[config.mk]
export PLATFORM = sky130hd
export DESIGN_NAME = thermal_avg_filter
export DESIGN_NICKNAME = d
export VERILOG_FILES = /design/src/rtl/tavg_pkg.sv /design/src/rtl/tavg_step.sv /design/src/rtl/tavg_sat.sv /design/src/rtl/tavg_window_flag.sv /design/src/rtl/thermal_avg_filter.sv
export SDC_FILE = /design/constraint.sdc
export NUM_CORES = 1
export LEC_CHECK = 0
export BUFFER_PORTS_ARGS = -buffer_cell sky130_fd_sc_hd__buf_4
export CORE_MARGIN = 2
export CORE_UTILIZATION = 30
export CTS_BUF_LIST = sky130_fd_sc_hd__clkbuf_8
export CTS_CLUSTER_SIZE = 20
export DETAILED_ROUTE_END_ITERATION = 6
export GPL_ROUTABILITY_DRIVEN = 0
export SYNTH_ARGS = -nofsm -noshare
export SYNTH_HDL_FRONTEND = slang
export SYNTH_SLANG_ARGS = --single-unit
[constraint.sdc]
create_clock -name clk -period 6.14 [get_ports clk]
set_input_delay 1.228 -clock clk [delete_from_list [all_inputs] [get_ports clk]]
set_output_delay 1.228 -clock clk [all_outputs]
set_load 0.05 [all_outputs]
[src/rtl/tavg_pkg.sv]
package tavg_pkg;
   typedef enum logic {
      FILL_EMPTY = 1'b0,
      FILL_RUN   = 1'b1
   } fill_e;
endpackage

[src/rtl/tavg_step.sv]
// Computes the target (reading scaled to fixed point) and the unclipped next
// value of the recursive average in a widened signed domain.
module tavg_step #(
   parameter int SAMPLE_W    = 10,
   parameter int FRAC_W      = 6,
   parameter int ACC_W       = 16,
   parameter int SHIFT_W     = 3,
   parameter int FIXED_SHIFT = -1
) (
   input  logic signed [SAMPLE_W-1:0] sample,
   input  logic signed [ACC_W-1:0]    acc,
   input  logic        [SHIFT_W-1:0]  k,
   output logic signed [ACC_W+1:0]    target,
   output logic signed [ACC_W+1:0]    next_wide
);
   localparam int XW = ACC_W + 2;

   logic signed [XW-1:0]      smp_x, acc_x, diff, step;
   logic        [SHIFT_W-1:0] shamt;

   generate
      if (FIXED_SHIFT < 0) begin : g_prog_shift
         assign shamt = k;
      end else begin : g_const_shift
         logic unused_k;
         assign unused_k = ^k;
         assign shamt    = SHIFT_W'(FIXED_SHIFT);
      end
   endgenerate

   assign smp_x     = {{(XW-SAMPLE_W){sample[SAMPLE_W-1]}}, sample};
   assign acc_x     = {{(XW-ACC_W){acc[ACC_W-1]}}, acc};
   assign target    = smp_x <<< FRAC_W;
   assign diff      = target - acc_x;
   assign step      = diff >>> shamt;
   assign next_wide = acc_x + step;
endmodule

[src/rtl/tavg_sat.sv]
// Clips a wide signed value into a narrower signed range.
module tavg_sat #(
   parameter int IN_W  = 18,
   parameter int OUT_W = 16
) (
   input  logic signed [IN_W-1:0]  din,
   output logic signed [OUT_W-1:0] dout
);
   localparam logic signed [IN_W-1:0] HI =
      $signed({{(IN_W-OUT_W+1){1'b0}}, {(OUT_W-1){1'b1}}});
   localparam logic signed [IN_W-1:0] LO =
      $signed({{(IN_W-OUT_W+1){1'b1}}, {(OUT_W-1){1'b0}}});

   always_comb begin
      if (din > HI)      dout = HI[OUT_W-1:0];
      else if (din < LO) dout = LO[OUT_W-1:0];
      else               dout = din[OUT_W-1:0];
   end
endmodule

[src/rtl/tavg_window_flag.sv]
// Flags an averaged value in the open interval (0, 1).
module tavg_window_flag #(
   parameter int ACC_W  = 16,
   parameter int FRAC_W = 6
) (
   input  logic signed [ACC_W-1:0] avg,
   output logic                    in_window
);
   logic int_zero, frac_nz;

   assign int_zero  = (avg[ACC_W-1:FRAC_W] == '0);
   assign frac_nz   = |avg[FRAC_W-1:0];
   assign in_window = int_zero & frac_nz;
endmodule

[src/rtl/thermal_avg_filter.sv]
module thermal_avg_filter #(
   parameter int SAMPLE_W    = 10,
   parameter int FRAC_W      = 6,
   parameter int SHIFT_W     = 3,
   parameter int FIXED_SHIFT = -1,
   localparam int ACC_W      = SAMPLE_W + FRAC_W,
   localparam int XW         = ACC_W + 2
) (
   input  logic                       clk,
   input  logic                       rst_n,
   input  logic                       sample_vld,
   input  logic signed [SAMPLE_W-1:0] sample_in,
   input  logic        [SHIFT_W-1:0]  shift_k,
   output logic signed [ACC_W-1:0]    avg_q,
   output logic                       window_throttled
);
   import tavg_pkg::*;

   generate
      if (SAMPLE_W < 2) begin : g_bad_sample_w
         $error("SAMPLE_W must be at least 2");
      end
      if (FRAC_W < 1) begin : g_bad_frac_w
         $error("FRAC_W must be at least 1");
      end
      if (SHIFT_W < 1 || SHIFT_W > 5) begin : g_bad_shift_w
         $error("SHIFT_W must lie in 1..5");
      end
      if (FIXED_SHIFT >= (1 << SHIFT_W)) begin : g_bad_fixed
         $error("FIXED_SHIFT does not fit SHIFT_W");
      end
   endgenerate

   fill_e                  fill_q;
   logic signed [XW-1:0]   target_w, update_w, pick_w;
   logic signed [ACC_W-1:0] clip_d;

   tavg_step #(
      .SAMPLE_W   (SAMPLE_W),
      .FRAC_W     (FRAC_W),
      .ACC_W      (ACC_W),
      .SHIFT_W    (SHIFT_W),
      .FIXED_SHIFT(FIXED_SHIFT)
   ) u_step (
      .sample   (sample_in),
      .acc      (avg_q),
      .k        (shift_k),
      .target   (target_w),
      .next_wide(update_w)
   );

   assign pick_w = (fill_q == FILL_EMPTY) ? target_w : update_w;

   tavg_sat #(.IN_W(XW), .OUT_W(ACC_W)) u_sat (
      .din (pick_w),
      .dout(clip_d)
   );

   always_ff @(posedge clk) begin
      if (!rst_n) begin
         fill_q <= FILL_EMPTY;
         avg_q  <= '0;
      end else if (sample_vld) begin
         fill_q <= FILL_RUN;
         avg_q  <= clip_d;
      end
   end

   tavg_window_flag #(.ACC_W(ACC_W), .FRAC_W(FRAC_W)) u_flag (
      .avg      (avg_q),
      .in_window(window_throttled)
   );

   // Assertions
   logic signed [XW-1:0] tgt_now;
   logic signed [XW-1:0] avg_x;
   assign tgt_now = {{(XW-SAMPLE_W){sample_in[SAMPLE_W-1]}}, sample_in} <<< FRAC_W;
   assign avg_x   = {{(XW-ACC_W){avg_q[ACC_W-1]}}, avg_q};

   a_r1_empty_is_zero: assert property (@(posedge clk) disable iff (!rst_n)
      (fill_q == FILL_EMPTY) |-> (avg_q == '0 && !window_throttled));

   a_r2_first_load: assert property (@(posedge clk) disable iff (!rst_n)
      (fill_q == FILL_EMPTY && sample_vld) |=> (avg_x == $past(tgt_now)));

   a_r3_k0_tracks: assert property (@(posedge clk) disable iff (!rst_n)
      (sample_vld && shift_k == '0) |=> (avg_x == $past(tgt_now)));

   a_r5_hold: assert property (@(posedge clk) disable iff (!rst_n)
      !sample_vld |=> $stable(avg_q));

   a_r6_flag_range: assert property (@(posedge clk) disable iff (!rst_n)
      window_throttled |-> (avg_q > 0 && avg_q < (1 <<< FRAC_W)));

   a_r8_bounded_up: assert property (@(posedge clk) disable iff (!rst_n)
      (sample_vld && fill_q == FILL_RUN && tgt_now >= avg_x)
      |=> (avg_x >= $past(avg_x) && avg_x <= $past(tgt_now)));

   a_r8_bounded_down: assert property (@(posedge clk) disable iff (!rst_n)
      (sample_vld && fill_q == FILL_RUN && tgt_now < avg_x)
      |=> (avg_x <= $past(avg_x) && avg_x >= $past(tgt_now)));
endmodule

==> impl_metrics.ini, run 1 <==
[power]
p_leak_nw = 1.529
powerDensity_nw_per_um2 = 512.9
ir_drop_v = 0.0001558
power.total_mw = 1.939

[clock_network]
cts_resized = 0
cts_tree = built
cts_setup_buffers = 0
cts.sinks = 17
cts-root-buf = clkbuf_8
cts_buffers = 3
h-tree-depth = 1
clockBufferDepth = 2
clk_latency_ns = 0.25
path_clk_slew_ns = 0.07
cts_hold_buf = 0

[outcome]
status = finished clean

[grt]
grt_pass1_vias = 3268
grt_pass1_wl_um = 16510
grt_usage_pct = 15.90
antenna_found_initial = 0
grt_max_degree = 31
overflow = 0

[synthesis]
yosys.cell_types.count = 73
synth_edf_count = 0
synth-async-reset-ratio_pct = 0
ys.flop_type = dfxtp_1
synth.cell_area_um2 = 3431
yosysSeqAreaShare_pct = 9.920
synth-seq-cells = 17
synth_area_leader_cell = ha_1
synth_top_area_share_pct = 10.94
synth_cells = 454
synth_area_leaders = ha_1, dfxtp_1, mux2i_1
synth_nets = 501
syn_area_per_cell_um2 = 7.557
yosysWarnings = 0

[worst_setup_path]
r2r_setup_slack_ns = 0.91
start_kind = input port
worstPathRequired_ns = 6.27
critical_path.cell_chain = buf_4 -> ha_1 -> nor3b_2 -> a31oi_1 -> o21ai_1 -> a211oi_1 -> or2_1 -> mux4_2 -> mux2i_1 -> ha_1 -> a21oi_1 -> nand2_1 -> o21ai_1 -> o21ai_0 -> xor2_1 -> o31ai_1 -> buf_4 -> o22ai_1
critical_path_class = in -> reg
worst-path-max-fanout = 9
cpMaxStageDelayCell = mux4_2
critPathArrivalTime_ns = 5.82
slowest_delay_ns = 0.51
endpoint_kind = flip-flop

[route]
vias = 3525
antenna_left = 0
via_per_inst = 5.807
dr.pass1.iters = 4
routedWlPerCell_um = 16.94
drc = 0
drt_iter0_markers = 302
postRouteWirelength_um = 10280

[sta]
finalHoldViolCount = 0
rsz0062_at_grt = false
max_freq_mhz = 175.9
worst_pin_slew_ns = 0.7282
skew_ns = 0.001756
slew_headroom_pct = 51.39
final-max-slew-violation-count = 0
setup_viol = 0
post-route-period-util_pct = 92.58
fin_tns_setup_ns = 0
min_period_ns = 5.684

[final_layout]
most-common-layout-cells = o21ai_0, buf_4, ha_1, nor2_1
area_delta_synth_final_pct = 10.18
final_nets = 512
finalInstanceArea_um2 = 3780
fillCellCount = 1190
seqCellArea_um2 = 340.3
layout-drive-gt1-share_pct = 15.30
num_antenna_cells = 0
multi_input_area_um2 = 2861
final_common_cell = o21ai_0

[floorplanning]
die_height_um = 110.9
initial_core_util_pct = 30.44
core_area_um2 = 11270
die-area_um2 = 12310
pin_count = 33
rows = 39
die_w_um = 110.9

[placed_design]
place.detailed.hpwl_um = 8188
dpl_cell_area_um2 = 3734
io_buffers = 32

[worst_hold_path]
hp-class = reg -> reg

[run]
maxCapViolCount = 0
## path summary, 6_finish.rpt
check | from | to | cells past startpoint
max | sample_in[0] | avg_q[10]$_SDFFE_PN0P_ | 18
min reg2reg | avg_q[14]$_SDFFE_PN0P_ | avg_q[14]$_SDFFE_PN0P_ | 2
max reg2reg | avg_q[6]$_SDFFE_PN0P_ | avg_q[10]$_SDFFE_PN0P_ | 18
min | avg_q[14]$_SDFFE_PN0P_ | avg_q[14]$_SDFFE_PN0P_ | 2
## where the power goes
group / switching [mW] / leakage, nW / total (mW) / internal, mW
clock network: 0.0407 / 0.0255 / 0.0858 / 0.0451
logic: 0.950 / 1.36 / 1.61 / 0.664
registers: 0.0942 / 0.141 / 0.239 / 0.145
## through the flow
step / hold slack [ns] / util [%] / setup WS [ns] / std cells
finish: 0.6751 / 33.53 / 0.4559 / 607
detailed placement: 0.6492 / 33.12 / 0.2484 / 603
floorplan: 0.7881 / - / 0.7980 / 454
global placement: 0.6449 / 33.12 / 0.3889 / 603
global route: 0.7310 / 33.53 / 0.1788 / 607
CTS: 0.6647 / 33.53 / 0.5159 / 607
## final cells by class
class                   count  share of cell area (%)
clock buffers               3                   1.092
multi-input cells         383                   75.70
flip-flops and latches     17                   9.004
inverters                  26                   2.582
well taps                 143                   4.734
repair buffers             34                   6.753
clock inverters             1                  0.1324
## Yosys cell counts (6+ instances only)
cell and n:
dfxtp_1 17, nor3_1 12, mux2_2 7, a211oi_1 12
ha_1 30, or3_1 6, nor2_1 27, o21ai_0 38
nand3_1 6, o22ai_1 12, nand2_1 24, inv_1 25
buf_2 11, a21o_1 9, nand2b_1 6, clkbuf_1 14
mux2i_1 22, xnor2_1 14, o31ai_1 11, o21a_1 13
a21oi_1 25, o211ai_1 6
## metal layers
metal | global-route usage, % | up-vias | share of wire [%]
met5 | 0 | - | 0
met4 | 3.667 | 0 | 1.8
met3 | 2.023 | 10 | 4.1
met2 | 26.58 | 75 | 46
met1 | 21.86 | 1682 | 48
li1 | - | 1758 | -
## state kept, by name (all words and copies together), names as in the netlist
register	flops
fill_q	1
avg_q	16
## critical path, delay by kind of cell
kind	cells	cell delay, ns
buffers and inverters	2	0.39
and+or+nand+nor	3	0.67
muxes	2	0.67
xor gates and xnor gates	1	0.23
adders and majority gates	2	0.69
AOI/OAI and AO/OA	8	1.93
## logic make-up (layout without fill, tap and decap cells)
| group | Yosys count | count (layout) | synth area share (%) |
|---|---|---|---|
| multiplexers | 33 | 33 | 11.34 |
| adder cells (fa/ha/maj) | 31 | 31 | 11.52 |
| flip-flops | 17 | 17 | 9.920 |
| buffers and inverters | 54 | 64 | 6.674 |
| XOR/XNOR | 20 | 20 | 5.325 |
| AND/OR/NAND/NOR | 121 | 121 | 19.29 |
| AO/OA/AOI/OAI | 178 | 178 | 35.92 |
No activity file was read; power rests on OpenSTA's default activity.
==> run 2: changes to the inputs <==
- CTS_BUF_LIST: sky130_fd_sc_hd__clkbuf_8 -> sky130_fd_sc_hd__clkbuf_4
==> run 2 against run 1 <==
  * Design area shrank 0.50%
  * Highest routed layer unchanged
  * Largest power group unchanged
  * Critical path depth unchanged
  * Combinational power about the same
  * Register-to-register slack better by 0.09 ns
  * Critical endpoint unchanged
==> impl_metrics.ini, run 2 (synthesized netlist as in run 1, its figures left out) <==
[power]
p_leak_nw = 1.521
seq_power_share_pct = 12.4
internal_power_uw = 832.9
net-switching-power_mw = 1.081
pwr-share-comb_pct = 84.3
ir_drop_v = 0.0001561
clkPwrFrac_pct = 3.3
powerDensity_nw_per_um2 = 508.9
p_sw_share_pct = 56.48

[floorplanning]
pin_count = 33
die_w_um = 110.9
core_area_um2 = 11270
rows = 39
die-area_um2 = 12310
initial_core_util_pct = 30.44
die_height_um = 110.9

[sta]
finalHoldViolCount = 0
rsz0062_at_grt = false
hold_slack_ns = 0.6711
fin_tns_setup_ns = 0
worst_pin_slew_ns = 0.7216
max_freq_mhz = 179.0
slew_headroom_pct = 51.83
setup_viol = 0
min_period_ns = 5.586
post-route-period-util_pct = 90.97
skew_ns = 0.002323
final-max-slew-violation-count = 0

[worst_setup_path]
critical_path_class = in -> reg
slowest_delay_ns = 0.51
critical_path.cell_chain = buf_4 -> ha_1 -> nor3b_2 -> a31oi_1 -> o21ai_1 -> a211oi_1 -> or2_1 -> mux4_2 -> mux2i_1 -> ha_1 -> a21oi_1 -> nand2_1 -> o21ai_1 -> o21ai_0 -> xor2_1 -> o31ai_1 -> buf_4 -> o22ai_1
worstPathRequired_ns = 6.32
endpoint_kind = flip-flop
start_kind = input port
critPathBufInv = 2
cpMaxStageDelayCell = mux4_2
worst-path-max-fanout = 9
critPathArrivalTime_ns = 5.77
cp_top_family = compound AO/OA/AOI/OAI gates

[grt]
overflow = 0
grt_usage_pct = 15.89
grt_pass1_wl_um = 16500
grt_pass1_vias = 3263
antenna_found_initial = 0
grt_max_degree = 31

[placed_design]
place.detailed.hpwl_um = 8188
io_buffers = 32

[clock_network]
clk_latency_ns = 0.30
clockBufferDepth = 2
cts_resized = 0
h-tree-depth = 1
path_clk_slew_ns = 0.11
cts.sinks = 17
cts_buffers = 3
cts_setup_buffers = 0
cts-root-buf = clkbuf_4
cts_hold_buf = 0
cts_tree = built

[final_layout]
largest_reg_flops = 16
area_delta_synth_final_pct = 9.628
final_common_cell = o21ai_0
regMostFlops = avg_q
num_antenna_cells = 0
final_nets = 512
top_regs = avg_q (16), fill_q (1)
layout-drive-gt1-share_pct = 15.30
most-common-layout-cells = o21ai_0, buf_4, ha_1, nor2_1
fillCellCount = 1196

[route]
dr.pass1.iters = 5
vias = 3563
via_per_inst = 5.870
postRouteWirelength_um = 10230
antenna_left = 0
drc = 0
drt_iter0_markers = 277
routedWlPerCell_um = 16.85

[outcome]
status = finished clean

[worst_hold_path]
hp-class = reg -> reg

[run]
maxCapViolCount = 0
-- run 2: worst register-to-register path: stages, from the launching register on --
cell and delay (ns):
dfxtp_1 0.53, inv_1 0.08, ha_1 0.35, nor3b_2 0.35, a31oi_1 0.21, o21ai_1 0.25
a211oi_1 0.14, or2_1 0.26, mux4_2 0.51, mux2i_1 0.15, ha_1 0.34, a21oi_1 0.22
nand2_1 0.07, o21ai_1 0.31, o21ai_0 0.20, xor2_1 0.23, o31ai_1 0.47, buf_4 0.26
o22ai_1 0.10
-- run 2: worst paths after layout --
check	start	to	slack, ns	cells past startpoint
min reg2reg	avg_q[14]$_SDFFE_PN0P_	avg_q[14]$_SDFFE_PN0P_	0.67	2
max	sample_in[0]	avg_q[10]$_SDFFE_PN0P_	0.55	18
max reg2reg	avg_q[6]$_SDFFE_PN0P_	avg_q[10]$_SDFFE_PN0P_	1.00	18
min	avg_q[14]$_SDFFE_PN0P_	avg_q[14]$_SDFFE_PN0P_	0.67	2
-- run 2: area by class of cell --
| class | instances | area [um2] | area share [%] |
|---|---|---|---|
| well taps | 143 | 178.9 | 4.757 |
| repair buffers | 34 | 255.2 | 6.786 |
| flip-flops and latches | 17 | 340.3 | 9.049 |
| multi-input cells | 383 | 2861 | 76.08 |
| clock buffers | 3 | 22.52 | 0.5988 |
| inverters | 26 | 97.59 | 2.595 |
| clock inverters | 1 | 5.005 | 0.1331 |
-- run 2: per-layer routing --
layer	GRT usage, %	wire length [um]
met2	26.58	4742
met1	21.82	4981
met5	0	0
met3	2.023	331
met4	3.667	170
-- run 2: metrics by stage --
step	util [%]	std cells	setup WS, ns	cell area (um2)	power, mW
2_1_floorplan	-	454	0.7980	3431	1.491
6_report	33.37	607	0.5544	3761	1.914
3_3_place_gp	33.12	603	0.3889	3734	1.815
4_1_cts	33.37	607	0.5701	3761	1.907
3_5_place_dp	33.12	603	0.2484	3734	1.838
5_1_grt	33.37	607	0.2400	3761	2.083
-- run 2: power groups by stage --
stage,combinational [mW],clock [mW],sequential [mW]
floorplan,1.18,0,0.308
finish,1.61,0.0625,0.238
global route,1.77,0.0689,0.245
detailed placement,1.60,0,0.241
global placement,1.57,0,0.240
CTS,1.60,0.0662,0.238
==> run 3: changes to the inputs <==
==> constraint.sdc (replaced) <==
create_clock -name clk -period 6.14 [get_ports clk]
set_input_delay 1.842 -clock clk [delete_from_list [all_inputs] [get_ports clk]]
set_output_delay 1.842 -clock clk [all_outputs]
set_load 0.05 [all_outputs]
==> run 3 against run 2 <==
  * Global-route usage up 0.42 points
  * Sequential share of layout area down 0.51 points
  * Sequential power about the same
  * Hold slack worse by 0.027 ns
  * Register-to-register slack better by 0.32 ns
  * Count of clock-buffer cells in the layout unchanged
  * Design area up 5.9%
  * Utilization up 2.0 points
  * Routed wire length up 0.67%
  * Clock power about the same
  * Largest cell class unchanged
  * Highest routed layer unchanged
==> impl_metrics.ini, run 3 (synthesized netlist as in run 1, its figures left out) <==
[sta]
rsz0062_at_grt = false
final-max-slew-violation-count = 0
slew_headroom_pct = 48.82
post-route-period-util_pct = 95.73
finalHoldViolCount = 0
skew_ns = 0.005445
max_freq_mhz = 170.1
hold_slack_ns = 0.6441
min_period_ns = 5.878
setup_viol = 0
worst_pin_slew_ns = 0.7666

[power]
internal_power_uw = 951.3
p_leak_nw = 1.656
clkPwrFrac_pct = 3.0
pwr-share-comb_pct = 85.4
powerDensity_nw_per_um2 = 518.9
net-switching-power_mw = 1.116
seq_power_share_pct = 11.6
p_sw_share_pct = 53.98
ir_drop_v = 0.0001500

[worst_hold_path]
hp-class = reg -> reg
hold_path_depth = 2

[grt]
use_met1_pct = 22.51
grt_max_degree = 31
antenna_found_initial = 0
met2_usage_pct = 27.81
grt_pass1_vias = 3372
grt_pass1_wl_um = 16890
grt_usage_pct = 16.31
grt_use_met3_pct = 1.968
overflow = 0
grt-busiest-layer = met2

[route]
drc = 0
via_per_inst = 5.666
antenna_left = 0
drt_iter0_markers = 220
routedWlPerCell_um = 16.24
vias = 3592
postRouteWirelength_um = 10290
dr.pass1.iters = 4

[clock_network]
path_clk_slew_ns = 0.10
h-tree-depth = 1
cts_tree = built
cts_buffers = 3
cts-root-buf = clkbuf_4
cts_setup_buffers = 0
clockBufferDepth = 2
clk_latency_ns = 0.30
cts.sinks = 17

[outcome]
status = finished clean

[final_layout]
largest_reg_flops = 16
num_antenna_cells = 0
final_core_util_pct = 35.34
regMostFlops = avg_q
layout-drive-gt1-share_pct = 20.57
most-common-layout-cells = buf_4, o21ai_0, ha_1, nor2_1
final_common_cell = buf_4
top_regs = avg_q (16), fill_q (1)
final_nets = 539
area_delta_synth_final_pct = 16.12

[worst_setup_path]
critPathArrivalTime_ns = 6.09
worstPathRequired_ns = 6.35
worst-path-max-fanout = 15
r2r_cells = 18
critical_path_class = in -> reg
endpoint_kind = flip-flop
start_kind = input port

[floorplanning]
die_height_um = 110.9
pin_count = 33
initial_core_util_pct = 30.44
die-area_um2 = 12310
core_area_um2 = 11270
rows = 39
die_w_um = 110.9

[placed_design]
place.detailed.hpwl_um = 8353
io_buffers = 32

[run]
maxCapViolCount = 0
## run 3: layer usage
| layer | share of wire [%] | vias up | wire length, um |
|---|---|---|---|
| met5 | 0 | - | 0 |
| met4 | 0.96 | 0 | 99 |
| met3 | 3.6 | 6 | 370 |
| met2 | 47 | 77 | 4843 |
| met1 | 48 | 1698 | 4979 |
| li1 | - | 1811 | - |
## run 3: power by group through the flow
stage / logic (mW) / registers, mW / clock network [mW]
floorplan: 1.18 / 0.308 / 0
global placement: 1.72 / 0.242 / 0
detailed placement: 1.74 / 0.242 / 0
CTS: 1.75 / 0.238 / 0.0645
global route: 1.94 / 0.247 / 0.0690
finish: 1.76 / 0.240 / 0.0622
## run 3: repair_timing
| item | in CTS | in global routing |
|---|---|---|
| hold buffers | 0 | 0 |
| gates resized for setup | 0 | 7 |
| endpoints found under the setup margin | 0 | 14 |
## run 3: layout make-up
type	instances	area, um2
fillers	1179	7288
multi-input cells	383	2882
repair buffers	61	457.9
clock buffers	3	22.52
well taps	143	178.9
flip-flops and latches	17	340.3
inverters	26	97.59
clock inverters	1	5.005
## run 3: path summary, 6_finish.rpt
check / to / slack (ns) / start
setup reg to reg: avg_q[6]$_SDFFE_PN0P_ / 1.32 / avg_q[1]$_SDFFE_PN0P_
hold reg to reg: avg_q[14]$_SDFFE_PN0P_ / 0.64 / avg_q[14]$_SDFFE_PN0P_
setup / recovery: avg_q[6]$_SDFFE_PN0P_ / 0.26 / sample_in[2]
hold / removal: avg_q[14]$_SDFFE_PN0P_ / 0.64 / avg_q[14]$_SDFFE_PN0P_
## run 3: critical path, stage by stage
cell and delay [ns]:
buf_4 0.12, ha_1 0.34, a21o_1 0.20, a211oi_2 0.29
nor3b_2 0.12, o211a_1 0.24, or3_1 0.45, o31ai_2 0.25
o2bb2ai_1 0.12, ha_2 0.41, nand4_1 0.13, a211oi_2 0.30
a2111oi_2 0.13, o41a_1 0.45, nor2_1 0.18, a211oi_2 0.05
buf_4 0.21, o31ai_1 0.23
## run 3: metrics by stage
step | TNS, ns | total power, mW | std cells | cell area, um2 | setup slack [ns]
detailed placement | -0.4726 | 1.977 | 630 | 3936 | -0.08371
global placement | -0.2149 | 1.958 | 630 | 3936 | -0.05359
floorplan | 0 | 1.491 | 454 | 3431 | 0.1840
finish | 0 | 2.067 | 634 | 3984 | 0.2624
global route | 0 | 2.261 | 634 | 3984 | 0.007851
CTS | 0 | 2.048 | 634 | 3964 | 0.2080
